## src/rtl/notch_pkg.sv

```systemverilog
// Package: shared sizing and coefficient-shift constants for the notch filter.
// Assumes the largest coefficient shift never exceeds FRAC_W, so every
// shifted product is exact on the internal fraction grid.
package notch_pkg;

    // Sample width (Q15 two's complement).
    localparam int DATA_W  = 16;
    // Integer guard bits above the sample range.
    localparam int GUARD_W = 4;
    // Fraction bits below the sample LSB (covers the deepest shift).
    localparam int FRAC_W  = 3;
    // Number of past samples kept for each of input and output.
    localparam int HIST_D  = 2;

    // Feedforward middle tap: 0.5 + 0.125 = 0.625 (approximates 2cos(w0)).
    localparam int B1_SH_HI = 1;
    localparam int B1_SH_LO = 3;
    // First feedback tap: 0.5.
    localparam int A1_SH    = 1;
    // Second feedback tap: 1 - 0.25 = 0.75 (pole radius squared).
    localparam int A2_SH    = 2;

endpackage

```

## src/rtl/notch_hist.sv

```systemverilog
// Module: notch_hist
// A chain of DEPTH enabled registers holding the most recent samples.
// taps[0] is the newest stored value, taps[DEPTH-1] the oldest.
// Assumes a synchronous active-low reset that clears every stage.
module notch_hist #(
    parameter int W     = 16,
    parameter int DEPTH = 2
) (
    input  logic                    clk,
    input  logic                    rst_n,
    input  logic                    en,
    input  logic [W-1:0]            din,
    output logic [DEPTH-1:0][W-1:0] taps
);

    for (genvar s = 0; s < DEPTH; s++) begin : g_stage
        logic [W-1:0] d;
        logic [W-1:0] q;

        if (s == 0) begin : g_head
            assign d = din;
        end else begin : g_body
            assign d = taps[s-1];
        end

        // Stage register: clear on reset, shift only on an accepted sample.
        always_ff @(posedge clk) begin
            if (!rst_n) begin
                q <= '0;
            end else if (en) begin
                q <= d;
            end
        end

        assign taps[s] = q;
    end

endmodule

```

## src/rtl/notch_shift_add.sv

```systemverilog
// Module: notch_shift_add
// Combinational shift-add network forming the unrounded biquad sum
//   x0 - 0.625*x1 + x2 + 0.5*y1 - 0.75*y2
// on a grid with FRAC_W fraction bits. There are no multipliers: each
// product is a fixed arithmetic shift, and the two compound coefficients
// each need one adder. Assumes every shift amount is <= FRAC_W.
module notch_shift_add #(
    parameter int DATA_W  = 16,
    parameter int GUARD_W = 4,
    parameter int FRAC_W  = 3,
    parameter int B1_HI   = 1,
    parameter int B1_LO   = 3,
    parameter int A1_S    = 1,
    parameter int A2_S    = 2,
    localparam int ACC_W  = DATA_W + GUARD_W + FRAC_W
) (
    input  logic signed [DATA_W-1:0] x0,
    input  logic signed [DATA_W-1:0] x1,
    input  logic signed [DATA_W-1:0] x2,
    input  logic signed [DATA_W-1:0] y1,
    input  logic signed [DATA_W-1:0] y2,
    output logic signed [ACC_W-1:0]  acc
);

    localparam int EXT_W = ACC_W - DATA_W;

    logic signed [ACC_W-1:0] x0_e, x1_e, x2_e, y1_e, y2_e;
    logic signed [ACC_W-1:0] x0_u, x2_u, y2_u;
    logic signed [ACC_W-1:0] x1_hi, x1_lo, y1_h, y2_q;
    logic signed [ACC_W-1:0] p_b1, p_a2;
    logic signed [ACC_W-1:0] ff_sum, fb_sum;

    // Sign extension of every operand to the accumulator width.
    always_comb begin
        x0_e = {{EXT_W{x0[DATA_W-1]}}, x0};
        x1_e = {{EXT_W{x1[DATA_W-1]}}, x1};
        x2_e = {{EXT_W{x2[DATA_W-1]}}, x2};
        y1_e = {{EXT_W{y1[DATA_W-1]}}, y1};
        y2_e = {{EXT_W{y2[DATA_W-1]}}, y2};
    end

    // Wired shifts: align to the fraction grid, then divide by 2^k.
    always_comb begin
        x0_u  = x0_e <<< FRAC_W;
        x2_u  = x2_e <<< FRAC_W;
        y2_u  = y2_e <<< FRAC_W;
        x1_hi = x1_e <<< (FRAC_W - B1_HI);
        x1_lo = x1_e <<< (FRAC_W - B1_LO);
        y1_h  = y1_e <<< (FRAC_W - A1_S);
        y2_q  = y2_e <<< (FRAC_W - A2_S);
    end

    // Compound products: one adder each.
    always_comb begin
        p_b1 = x1_hi + x1_lo;
        p_a2 = y2_u - y2_q;
    end

    // Final summation of feedforward and feedback branches.
    always_comb begin
        ff_sum = x0_u + x2_u - p_b1;
        fb_sum = y1_h - p_a2;
        acc    = ff_sum + fb_sum;
    end

endmodule

```

## src/rtl/notch_round_sat.sv

```systemverilog
// Module: notch_round_sat
// Rounds a sum with FRAC_W fraction bits to the nearest integer, with
// halves going toward +infinity, then clamps to the signed DATA_W range.
// Assumes FRAC_W >= 1 and that ACC_W has headroom for the rounding bias.
module notch_round_sat #(
    parameter int DATA_W = 16,
    parameter int ACC_W  = 23,
    parameter int FRAC_W = 3
) (
    input  logic signed [ACC_W-1:0]  acc,
    output logic signed [DATA_W-1:0] y
);

    localparam int HALF_I = 1 << (FRAC_W - 1);
    localparam int MAX_I  = (1 << (DATA_W - 1)) - 1;
    localparam int MIN_I  = -(1 << (DATA_W - 1));

    logic signed [ACC_W-1:0] half_c, max_c, min_c;
    logic signed [ACC_W-1:0] biased, rnd;

    // Constant rounding bias and clamp limits at accumulator width.
    always_comb begin
        half_c = ACC_W'(HALF_I);
        max_c  = ACC_W'(MAX_I);
        min_c  = ACC_W'(MIN_I);
    end

    // Round half up: add half an LSB, then drop the fraction bits.
    always_comb begin
        biased = acc + half_c;
        rnd    = biased >>> FRAC_W;
    end

    // Clamp into the output range instead of wrapping.
    always_comb begin
        if (rnd > max_c) begin
            y = max_c[DATA_W-1:0];
        end else if (rnd < min_c) begin
            y = min_c[DATA_W-1:0];
        end else begin
            y = rnd[DATA_W-1:0];
        end
    end

endmodule

```

## src/rtl/notch_sa_biquad.sv

```systemverilog
// Module: notch_sa_biquad (top)
// Fixed 50 Hz notch for a 250 Hz Q15 stream, built as one second-order
// recursive section with shift-add coefficients. Each accepted sample
// produces one rounded, clamped result one clock later.
// Assumes in_valid is a one-cycle strobe per sample; idle cycles are free.
module notch_sa_biquad #(
    parameter int DATA_W  = notch_pkg::DATA_W,
    parameter int GUARD_W = notch_pkg::GUARD_W,
    parameter int FRAC_W  = notch_pkg::FRAC_W,
    parameter int HIST_D  = notch_pkg::HIST_D
) (
    input  logic                     clk,
    input  logic                     rst_n,
    input  logic                     in_valid,
    input  logic signed [DATA_W-1:0] in_data,
    output logic                     out_valid,
    output logic signed [DATA_W-1:0] out_data
);

    localparam int ACC_W = DATA_W + GUARD_W + FRAC_W;

    logic [HIST_D-1:0][DATA_W-1:0] x_taps;
    logic [HIST_D-1:0][DATA_W-1:0] y_taps;
    logic signed [ACC_W-1:0]       acc;
    logic signed [DATA_W-1:0]      y_next;

    // Past inputs x[n-1], x[n-2].
    notch_hist #(.W(DATA_W), .DEPTH(HIST_D)) u_xhist (
        .clk   (clk),
        .rst_n (rst_n),
        .en    (in_valid),
        .din   (in_data),
        .taps  (x_taps)
    );

    // Past emitted outputs y[n-1], y[n-2].
    notch_hist #(.W(DATA_W), .DEPTH(HIST_D)) u_yhist (
        .clk   (clk),
        .rst_n (rst_n),
        .en    (in_valid),
        .din   (y_next),
        .taps  (y_taps)
    );

    notch_shift_add #(
        .DATA_W  (DATA_W),
        .GUARD_W (GUARD_W),
        .FRAC_W  (FRAC_W),
        .B1_HI   (notch_pkg::B1_SH_HI),
        .B1_LO   (notch_pkg::B1_SH_LO),
        .A1_S    (notch_pkg::A1_SH),
        .A2_S    (notch_pkg::A2_SH)
    ) u_net (
        .x0  (in_data),
        .x1  (x_taps[0]),
        .x2  (x_taps[1]),
        .y1  (y_taps[0]),
        .y2  (y_taps[1]),
        .acc (acc)
    );

    notch_round_sat #(
        .DATA_W (DATA_W),
        .ACC_W  (ACC_W),
        .FRAC_W (FRAC_W)
    ) u_rs (
        .acc (acc),
        .y   (y_next)
    );

    // Output register: one-cycle valid per sample, data held when idle.
    always_ff @(posedge clk) begin
        if (!rst_n) begin
            out_valid <= 1'b0;
            out_data  <= '0;
        end else begin
            out_valid <= in_valid;
            if (in_valid) begin
                out_data <= y_next;
            end
        end
    end

endmodule

```

## config.mk

```make
export PLATFORM = sky130hd
export DESIGN_NAME = notch_sa_biquad
export DESIGN_NICKNAME = d
export VERILOG_FILES = /design/src/rtl/notch_pkg.sv /design/src/rtl/notch_hist.sv /design/src/rtl/notch_shift_add.sv /design/src/rtl/notch_round_sat.sv /design/src/rtl/notch_sa_biquad.sv
export SDC_FILE = /design/constraint.sdc
export NUM_CORES = 1
export LEC_CHECK = 0
export ABC_CLOCK_PERIOD_IN_PS = 6740
export BUFFER_PORTS_ARGS = -buffer_cell sky130_fd_sc_hd__buf_2
export CORE_AREA = 2 2 177 92
export DETAILED_ROUTE_END_ITERATION = 6
export DIE_AREA = 0 0 179 94
export PLACE_DENSITY = 0.72
export SLEW_MARGIN = 10
export SYNTH_ARGS = -nofsm -noshare
export SYNTH_HDL_FRONTEND = slang
export SYNTH_HIERARCHICAL = 1
export SYNTH_SLANG_ARGS = --single-unit
export TNS_END_PERCENT = 100
```

## constraint.sdc

```tcl
create_clock -name clk -period 6.74 [get_ports clk]
set_clock_uncertainty 0.1 [all_clocks]
set_input_delay 0.674 -clock clk [delete_from_list [all_inputs] [get_ports clk]]
set_output_delay 0.674 -clock clk [all_outputs]
set_load 0.02 [all_outputs]
```

* After elaboration in Yosys (flattened, before gate mapping)
Cells that the tools add are included.
** Storage, ports and cells
- Output and inout bits :: 17
- Logic and storage cells :: 16
- Input bits :: 19
- Register bits :: 65
** Cells by class
- Add/subtract/negate cells :: 7
- Magnitude comparators :: 2
- Multiplexer cells :: 2
** Operators with widths (number)
- 16-bit 2-to-1 mux :: 2
- 22-bit by 4-bit adder with 23-bit output (second input constant) :: 1
- 21-bit by 21-bit adder with 22-bit output :: 1
- 18-bit by 20-bit subtractor with 21-bit output :: 1
- 20-bit by 19-bit subtractor with 21-bit output :: 1
- 19-bit by 19-bit adder with 20-bit output :: 1
- 20-bit by 16-bit > comparator with 1-bit output (second input constant) :: 1
- 20-bit by 16-bit less-than comparator with 1-bit output (second input constant) :: 1
- 19-bit by 17-bit subtractor with 20-bit output :: 1
- 18-bit by 16-bit adder with 19-bit output :: 1

* Longest topological paths before layout
Gate-level depths: netlist of the first run.
- Depth in word-level cells :: 7
- Mapped depth :: 29
- Depth with buffers taken out :: 27

* By module
Netlist of the first run, hierarchy kept.
** By module, submodules not included
- notch_shift_add :: sequential area each 0.0 µm², instances 1, area each 4549.4 µm², cells each 621
- notch_hist :: sequential area each 640.6 µm², instances 2, area each 1243.7 µm², cells each 103
- notch_sa_biquad :: sequential area each 340.3 µm², instances 1, area each 643.1 µm², cells each 53
- notch_round_sat :: sequential area each 0.0 µm², instances 1, area each 609.3 µm², cells each 93

* Worst setup path before layout of the first run
No wires, ideal clock.
- Path kind :: flip-flop to flip-flop
- Start :: register u_yhist.g_stage[0].q[5]
- End :: register out_data[12]
- Cell stages (with the launch flop) :: 28
- Period minus slack after synthesis :: 6.382 ns
- Slack :: 0.358 ns
- Setup time :: 0.065 ns
- Data arrival time :: 6.217 ns
- Buffers on the path :: 1
- Cells stage by stage :: dfxtp_1 inv_1 fa_1 inv_1 ha_1 a21o_1 nor3_1 a21boi_2 o21ai_2 a21oi_1 a2111oi_0 fa_1 inv_1 ha_1 and3_1 and2_1 a22oi_1 nand2_1 o311ai_0 nand4_1 nor2_1 nand3_1 xor2_1 a21oi_2 buf_6 nor3_2 mux2i_1 nor2b_1
** On the way
- Cells in the longest elaborated chain, start to end :: 6
** RTL lines
- start, declared :: line notch_hist.sv:18 : logic [W-1:0] q;
- start signal, assigned :: line notch_hist.sv:29 : q <= '0;
- start signal, assigned :: line notch_hist.sv:31 : q <= d;
- 18-bit by 20-bit subtractor with 21-bit output (*) :: line notch_shift_add.sv:62 : fb_sum = y1_h - p_a2;
- 21-bit by 21-bit adder with 22-bit output (*) :: line notch_shift_add.sv:63 : acc = ff_sum + fb_sum;
- named net acc[20] :: line notch_sa_biquad.sv:24 : logic signed [ACC_W-1:0] acc;
- 22-bit by 4-bit adder with 23-bit output (*) :: line notch_round_sat.sv:30 : biased = acc + half_c;
- 20-bit by 16-bit less-than comparator with 1-bit output :: line notch_round_sat.sv:38 : end else if (rnd < min_c) begin
- 16-bit 2-to-1 mux :: line notch_round_sat.sv:38
- 16-bit 2-to-1 mux (*) :: line notch_round_sat.sv:36 : if (rnd > max_c) begin
- named net y_next[12] :: line notch_sa_biquad.sv:25 : logic signed [DATA_W-1:0] y_next;
- end signal, assigned :: line notch_sa_biquad.sv:79 : out_data <= y_next;
- end, declared :: line notch_sa_biquad.sv:17 : output logic signed [DATA_W-1:0] out_data
The timed path passes the listed nets; every way through them passes the cells marked *.
A chain may end at the register's enable or synchronous reset.

* Final worst setup path of the first run
- Start :: register u_yhist.g_stage[0].q[6]
- End :: register out_data[14]
The elaborated chain is that of the path after synthesis.

==> metrics.md, run 1 <==
| Metric | Value |
|---|---|
| Slowest-stage cell, CP | `fa_1` |
| Hold Fails Final Rpt | `0` |
| Largest net degree at the start of global routing | `82` |
| Period utilization | `0.9665` |
| Routed len/inst | `15.68 um` |
| Grt ovf | `0` |
| Clock transition at path regs | `0.07 ns` |
| Total CTS buffers | `9` |
| DR iter-0 viols | `522` |
| Vias in the first global route | `6486` |
| CP delay by family, top | `simple AND/OR/NAND/NOR gates` |
| Mapped Area | `8282 um2` |
| Cell Area, Placed | `8676 um2` |
| Yosys warnings | `6` |
| Hold path depth | `2` |
| Hpwl dp | `14820 um` |
| Post-Synthesis Cells | `972` |
| Worst-Margin Slew | `1.134 ns` |
| CTS tree | `done` |
| Final Max Tran Viols | `0` |
| Mapped Nets | `1104` |
| Die Y | `94 um` |
| Endpoints failing setup | `0` |
| Placeable Area | `15170 um2` |
| Arr. time, crit path | `6.70 ns` |
| Share of cells above drive strength 1 | `0.1616` |
| Final Wtd Congestion | `0.9340` |
| Critical path required time | `6.92 ns` |
| R2R depth | `27` |
| Nets | `1154` |
| Area Overhead vs Synth | `12.46%` |
| Initial Utilization | `0.5458` |
| # rows | `32` |
| CP endpoint kind | `flop` |
| N_diodes | `0` |
| Number of port buffers | `35` |
| Post-route cell area | `9314 um2` |
| Max FO, Critical Path | `13` |
| DIE AREA | `16830 um2` |
| WHS | `0.4233 ns` |
| Worst rel slew slack | `0.2439` |
| Via count | `6785` |
| Peak per-stage delay on the critical path | `0.54 ns` |
| Critical path type | `flop to flop` |
| Critical Path Most Common Cell | `inv_1` |
| Number of remaining DRC errors | `0` |
| Ports | `36` |
| Vias per std cell | `5.512` |
| CTS Buffer Depth | `2` |
| Achievable Freq | `153.5 MHz` |
| Worst path bufs/invs | `5` |
| Clock sinks | `81` |
| Setup crit start kind | `flop` |
| CTS Root Cell | `clkbuf_16` |
| DR pass1 iterations | `5` |
| Critical path depth in cells | `27` |
| ANT nets after route | `0` |
| Status | `complete, no violations` |
| Max H-tree Level | `3` |
| First-pass GRT wire length | `31640 um` |
| Minimum clock period | `6.514 ns` |
| Setup TNS | `0 ns` |
| Initial antenna violation count | `0` |
| Max-cap viol count | `0` |
| Total GRT Usage | `0.2361` |
| Count of hold-fix buffers inserted at cts | `0` |
| HP Class | `flop to flop` |
| Die width | `179 um` |
| Syn Area/Cell | `8.520 um2` |
| Total wire length | `19310 um` |
| Worst-Skew Late Latency | `0.34 ns` |
[layout by cell type, fill, tap and decap left out, types with 4 or more instances in the layout]
| master | count |
|---|---|
| inv_1 | 121 |
| nor2b_1 | 85 |
| mux2i_1 | 80 |
| dfxtp_1 | 74 |
| ha_1 | 68 |
| a21oi_1 | 55 |
| nand2_1 | 50 |
| nor2_1 | 47 |
| fa_1 | 36 |
| buf_2 | 34 |
| buf_4 | 31 |
| xor2_1 | 31 |
| xnor2_1 | 29 |
| o21ai_0 | 27 |
| a21o_1 | 23 |
| nand3_1 | 20 |
| nor3_1 | 12 |
| a21oi_2 | 12 |
| clkbuf_16 | 9 |
| o211ai_1 | 9 |
| o21ai_1 | 9 |
| nand4_1 | 8 |
| a211oi_1 | 7 |
| o21a_1 | 7 |
| dfxtp_2 | 7 |
| o31ai_1 | 6 |
| a31oi_1 | 5 |
| and3_1 | 5 |
| xnor2_2 | 5 |
| ha_4 | 5 |
| and2_1 | 4 |
| o21bai_1 | 4 |
| nand2b_1 | 4 |
| xor2_2 | 4 |
| ha_2 | 4 |
| nor4_1 | 4 |
| nor3_2 | 4 |
[final cells by class]
class / instances / area [um2]
clock buffers: 9 / 225.2
clock inverters: 7 / 83.83
fillers: 1302 / 5861
inverters: 121 / 454.2
multi-input cells: 743 / 6242
flip-flops and latches: 81 / 1630
well taps: 204 / 255.2
repair buffers: 66 / 422.9
[worst min-delay path: cells and delay by family (launching register included)]
family / cells / cell delay [ns]
multiplexers: 1 / 0.07
AND/OR/NAND/NOR: 1 / 0.09
flip-flops: 1 / 0.33
[routing by layer]
metal,share of wire,up-vias,global-route usage
li1,-,3446,-
met1,0.53,3168,0.3597
met2,0.41,160,0.3554
met3,0.053,11,0.03439
met4,0.0072,0,0.03523
met5,0,-,0
[sequential cells by signal (all words and copies together), names as in the netlist]
register and cells:
out_valid 1, u_yhist/g_stage.q 32, u_xhist/g_stage.q 32, out_data 16
[what timing repair did]
| action | 4_1_cts | 5_1_grt |
|---|---|---|
| pin swaps | 1 | 16 |
| resized for setup | 6 | 59 |
| setup buffers | 0 | 3 |
| setup endpoints to repair | 20 | 32 |
[per-stage QoR]
stage | setup WS, ns | cells | utilization
finish | 0.2260 | 1231 | 0.6138
global route | -0.04228 | 1231 | 0.6138
CTS | 0.01664 | 1228 | 0.5936
detailed placement | -0.03038 | 1212 | 0.5717
global placement | 0.1140 | 1212 | 0.5717
floorplan | 0.3578 | 972 | -
[path summary, 6_finish.rpt]
kind	from	end	slack, ns
setup / recovery	u_yhist/g_stage[0].q[6]$_SDFFE_PN0P_	out_data[14]$_SDFFE_PN0P_	0.23
hold / removal	out_data[11]$_SDFFE_PN0P_	out_data[11]$_SDFFE_PN0P_	0.42
setup reg to reg	u_yhist/g_stage[0].q[6]$_SDFFE_PN0P_	out_data[14]$_SDFFE_PN0P_	0.23
hold reg to reg	out_data[11]$_SDFFE_PN0P_	out_data[11]$_SDFFE_PN0P_	0.42
Power of run 1 is not shown: default switching activity piles up to over one toggle a cycle in this logic, so the estimate is an artifact.
==> run 2, diff against run 1 <==
--- a/config.mk
+++ b/config.mk
@@ -7,13 +7,13 @@
 export LEC_CHECK = 0
 export ABC_CLOCK_PERIOD_IN_PS = 6740
 export BUFFER_PORTS_ARGS = -buffer_cell sky130_fd_sc_hd__buf_2
-export CORE_AREA = 2 2 177 92
+export CORE_AREA = 2 2 169 88
 export DETAILED_ROUTE_END_ITERATION = 6
-export DIE_AREA = 0 0 179 94
-export PLACE_DENSITY = 0.72
+export DIE_AREA = 0 0 171 90
+export MAX_ROUTING_LAYER = met4
+export PLACE_DENSITY = 0.59
 export SLEW_MARGIN = 10
 export SYNTH_ARGS = -nofsm -noshare
 export SYNTH_HDL_FRONTEND = slang
-export SYNTH_HIERARCHICAL = 1
 export SYNTH_SLANG_ARGS = --single-unit
 export TNS_END_PERCENT = 100
==> run 2 against run 1 <==
Synthesized cell count fell by 34%. Setup slack better by 0.59 ns. Global-route usage down 5.1 points. Cell area down 28%. Area after synthesis fell by 27%. Via count fell by 38%.
==> metrics.md, run 2 <==
| Metric | Value |
|---|---|
| Status | `complete, no violations (unchanged)` |
| Register area share after synthesis | `0.2166` |
| Max H-tree Level | `3 (unchanged)` |
| Setup TNS | `0 ns (unchanged)` |
| ANT nets after route | `0 (unchanged)` |
| Grt ovf | `0 (unchanged)` |
| Most frequent cells in the layout | `inv_1, fa_1, dfxtp_1 (was inv_1, nor2b_1, mux2i_1)` |
| Largest net degree at the start of global routing | `68 (was 82)` |
| First-pass GRT wire length | `21710 um (was 31640 um)` |
| Synth top area share | `0.2832` |
| Hold path depth | `2 (unchanged)` |
| Netlist cell types | `59` |
| Placeable Area | `14040 um2 (was 15170 um2)` |
| Primary FF master, synth | `dfxtp_1` |
| Vias in the first global route | `4150 (was 6486)` |
| Number of remaining DRC errors | `0 (unchanged)` |
| Worst-Margin Slew | `1.012 ns (was 1.134 ns)` |
| Largest regs | `u_xhist.g_stage.q (32), u_yhist.g_stage.q (32), out_valid (1) (was u_xhist/g_stage.q (32), u_yhist/g_stage.q (32), out_data (16))` |
| Setup crit start kind | `flop (unchanged)` |
| Max-cap viol count | `0 (unchanged)` |
| Ports | `36 (unchanged)` |
| Area leader, netlist | `fa_1` |
| Critical Path Most Common Cell | `fa_1 (was inv_1)` |
| Endpoints failing setup | `0 (unchanged)` |
| CTS resizes | `0 (was 6)` |
| Via count | `4198 (was 6785)` |
| Final Max Tran Viols | `0 (unchanged)` |
| Die width | `171 um (was 179 um)` |
| Syn Area/Cell | `9.301 um2 (was 8.520 um2)` |
| Synth area leaders | `fa_1, dfxtp_1, inv_1` |
| Minimum clock period | `5.922 ns (was 6.514 ns)` |
| Hold Fails Final Rpt | `0 (unchanged)` |
| N_diodes | `0 (unchanged)` |
| Peak per-stage delay on the critical path | `0.64 ns (was 0.54 ns)` |
| Vias per std cell | `4.825 (was 5.512)` |
| Period utilization | `0.8786 (was 0.9665)` |
| Critical path required time | `6.82 ns (was 6.92 ns)` |
| Async SR Flop Fraction | `0` |
| Commonest non-fill, non-tap cell in the layout | `inv_1 (unchanged)` |
| Arr. time, crit path | `6.01 ns (was 6.70 ns)` |
| DIE AREA | `15390 um2 (was 16830 um2)` |
| Achievable Freq | `168.9 MHz (was 153.5 MHz)` |
| Initial antenna violation count | `0 (unchanged)` |
| Slowest-stage cell, CP | `a21boi_2 (was fa_1)` |
| Count of hold-fix buffers inserted at cts | `0 (unchanged)` |
| Area Overhead vs Synth | `10.85% (was 12.46%)` |
| # rows | `31 (was 32)` |
| Mapped Area | `6008 um2 (was 8282 um2)` |
| Worst rel slew slack | `0.3252 (was 0.2439)` |
| Synth Register Bits | `65` |
| Total GRT Usage | `0.1854 (was 0.2361)` |
| R2R depth | `14 (was 27)` |
| Clock sinks | `65 (was 81)` |
| Hpwl dp | `9958 um (was 14820 um)` |
| Synth top cells by count | `inv_1, fa_1, dfxtp_1` |
| DR iter-0 viols | `283 (was 522)` |
| Post-CTS Setup Bufs | `0 (unchanged)` |
| Initial Utilization | `0.4279 (was 0.5458)` |
| Max FO, Critical Path | `13 (unchanged)` |
| Critical path type | `flop to flop (unchanged)` |
| Yosys warnings | `0 (was 6)` |
| DR pass1 iterations | `4 (was 5)` |
| Worst-Skew Late Latency | `0.34 ns (about the same)` |
| CP endpoint kind | `flop (unchanged)` |
| Final Wtd Congestion | `0.9091 (was 0.9340)` |
| Nets | `797 (was 1154)` |
| HP Class | `flop to flop (unchanged)` |
| Share of cells above drive strength 1 | `0.1012 (was 0.1616)` |
| Most instantiated library cell after synthesis | `inv_1` |
| Total CTS buffers | `9 (unchanged)` |
| Routed len/inst | `14.58 um (was 15.68 um)` |
| Total wire length | `12680 um (was 19310 um)` |
| CTS Buffer Depth | `2 (unchanged)` |
| Die Y | `90 um (was 94 um)` |
| RSZ-0062 raised after global routing | `false` |
| Filler instances | `1350 (was 1302)` |
| Number of port buffers | `35 (unchanged)` |
| Crit-path cells | `inv_1 -> fa_1 -> fa_1 -> fa_1 -> fa_1 -> fa_1 -> a21o_1 -> a221oi_2 -> o221ai_1 -> a21oi_1 -> mux2i_1 -> nand4_1 -> a21boi_2 -> a21oi_1` |
| Post-Synthesis Cells | `646 (was 972)` |
| CTS tree | `done (unchanged)` |
| CTS Root Cell | `clkbuf_16 (unchanged)` |
| Number of enable flip-flop cells after synthesis | `0` |
| Clock transition at path regs | `0.06 ns (was 0.07 ns)` |
| Mapped Nets | `775 (was 1104)` |
## run 2: stage by stage
stage / instance area, um2 / setup slack, ns / util / cells / hold slack [ns]
2_1_floorplan: 6008 / 1.415 / - / 646 / 0.3826
3_3_place_gp: 6330 / 0.7503 / 0.4508 / 855 / 0.3958
3_5_place_dp: 6330 / 0.6073 / 0.4508 / 855 / 0.4025
4_1_cts: 6660 / 0.8763 / 0.4743 / 870 / 0.4172
5_1_grt: 6660 / 0.5542 / 0.4743 / 870 / 0.4396
6_report: 6660 / 0.8182 / 0.4743 / 870 / 0.4184
## run 2: worst paths after layout
check | startpoint | to | slack (ns)
max | u_yhist.g_stage[1].q[1]$_SDFFE_PN0P_ | u_yhist.g_stage[0].q[7]$_SDFFE_PN0P_ | 0.82
min | u_xhist.g_stage[1].q[0]$_SDFFE_PN0P_ | u_xhist.g_stage[1].q[0]$_SDFFE_PN0P_ | 0.42
max reg2reg | u_yhist.g_stage[1].q[1]$_SDFFE_PN0P_ | u_yhist.g_stage[0].q[7]$_SDFFE_PN0P_ | 0.82
min reg2reg | u_xhist.g_stage[1].q[0]$_SDFFE_PN0P_ | u_xhist.g_stage[1].q[0]$_SDFFE_PN0P_ | 0.42
## run 2: area by class of cell
| cell class | instances | area, um2 | share of cell area |
|---|---|---|---|
| clock inverter | 2 | 60.06 | 0.009017 |
| multi-input combinational | 389 | 3969 | 0.5959 |
| sequential | 65 | 1301 | 0.1954 |
| clock buffer | 13 | 270.3 | 0.04058 |
| inverter | 167 | 626.9 | 0.09412 |
| tap | 198 | 247.7 | 0.03720 |
| timing repair buffer | 36 | 185.2 | 0.02780 |
## run 2: critical path, delay by kind of cell, from the launching register on
kind	cells	cell delay [ns]
buffers and inverters	1	0.12
adders and majority gates	5	2.66
and+or+nand+nor	1	0.22
DFF	1	0.40
AOI/OAI and AO/OA	6	1.89
muxes	1	0.37
## run 2: cell families (layout without fill, tap and decap cells)
kind of cell | count (synthesis) | count (layout) | synth area share
mux | 51 | 51 | 0.08538
compound gates | 99 | 99 | 0.1077
buf+inv | 192 | 218 | 0.1229
xor+xnor | 15 | 15 | 0.02312
simple gates | 114 | 114 | 0.1091
flops | 65 | 65 | 0.2166
fa+ha+maj | 110 | 110 | 0.3353
## run 2: routing by layer
metal,share of wire,wire (um),GRT usage,vias up
met2,0.40,5084,0.2396,92
li1,-,-,-,2044
met1,0.54,6866,0.2946,2056
met3,0.050,636,0.02950,6
met4,0.0074,94,0.04661,0
met5,0,0,-,-
Power of run 2 is left out for the same reason.
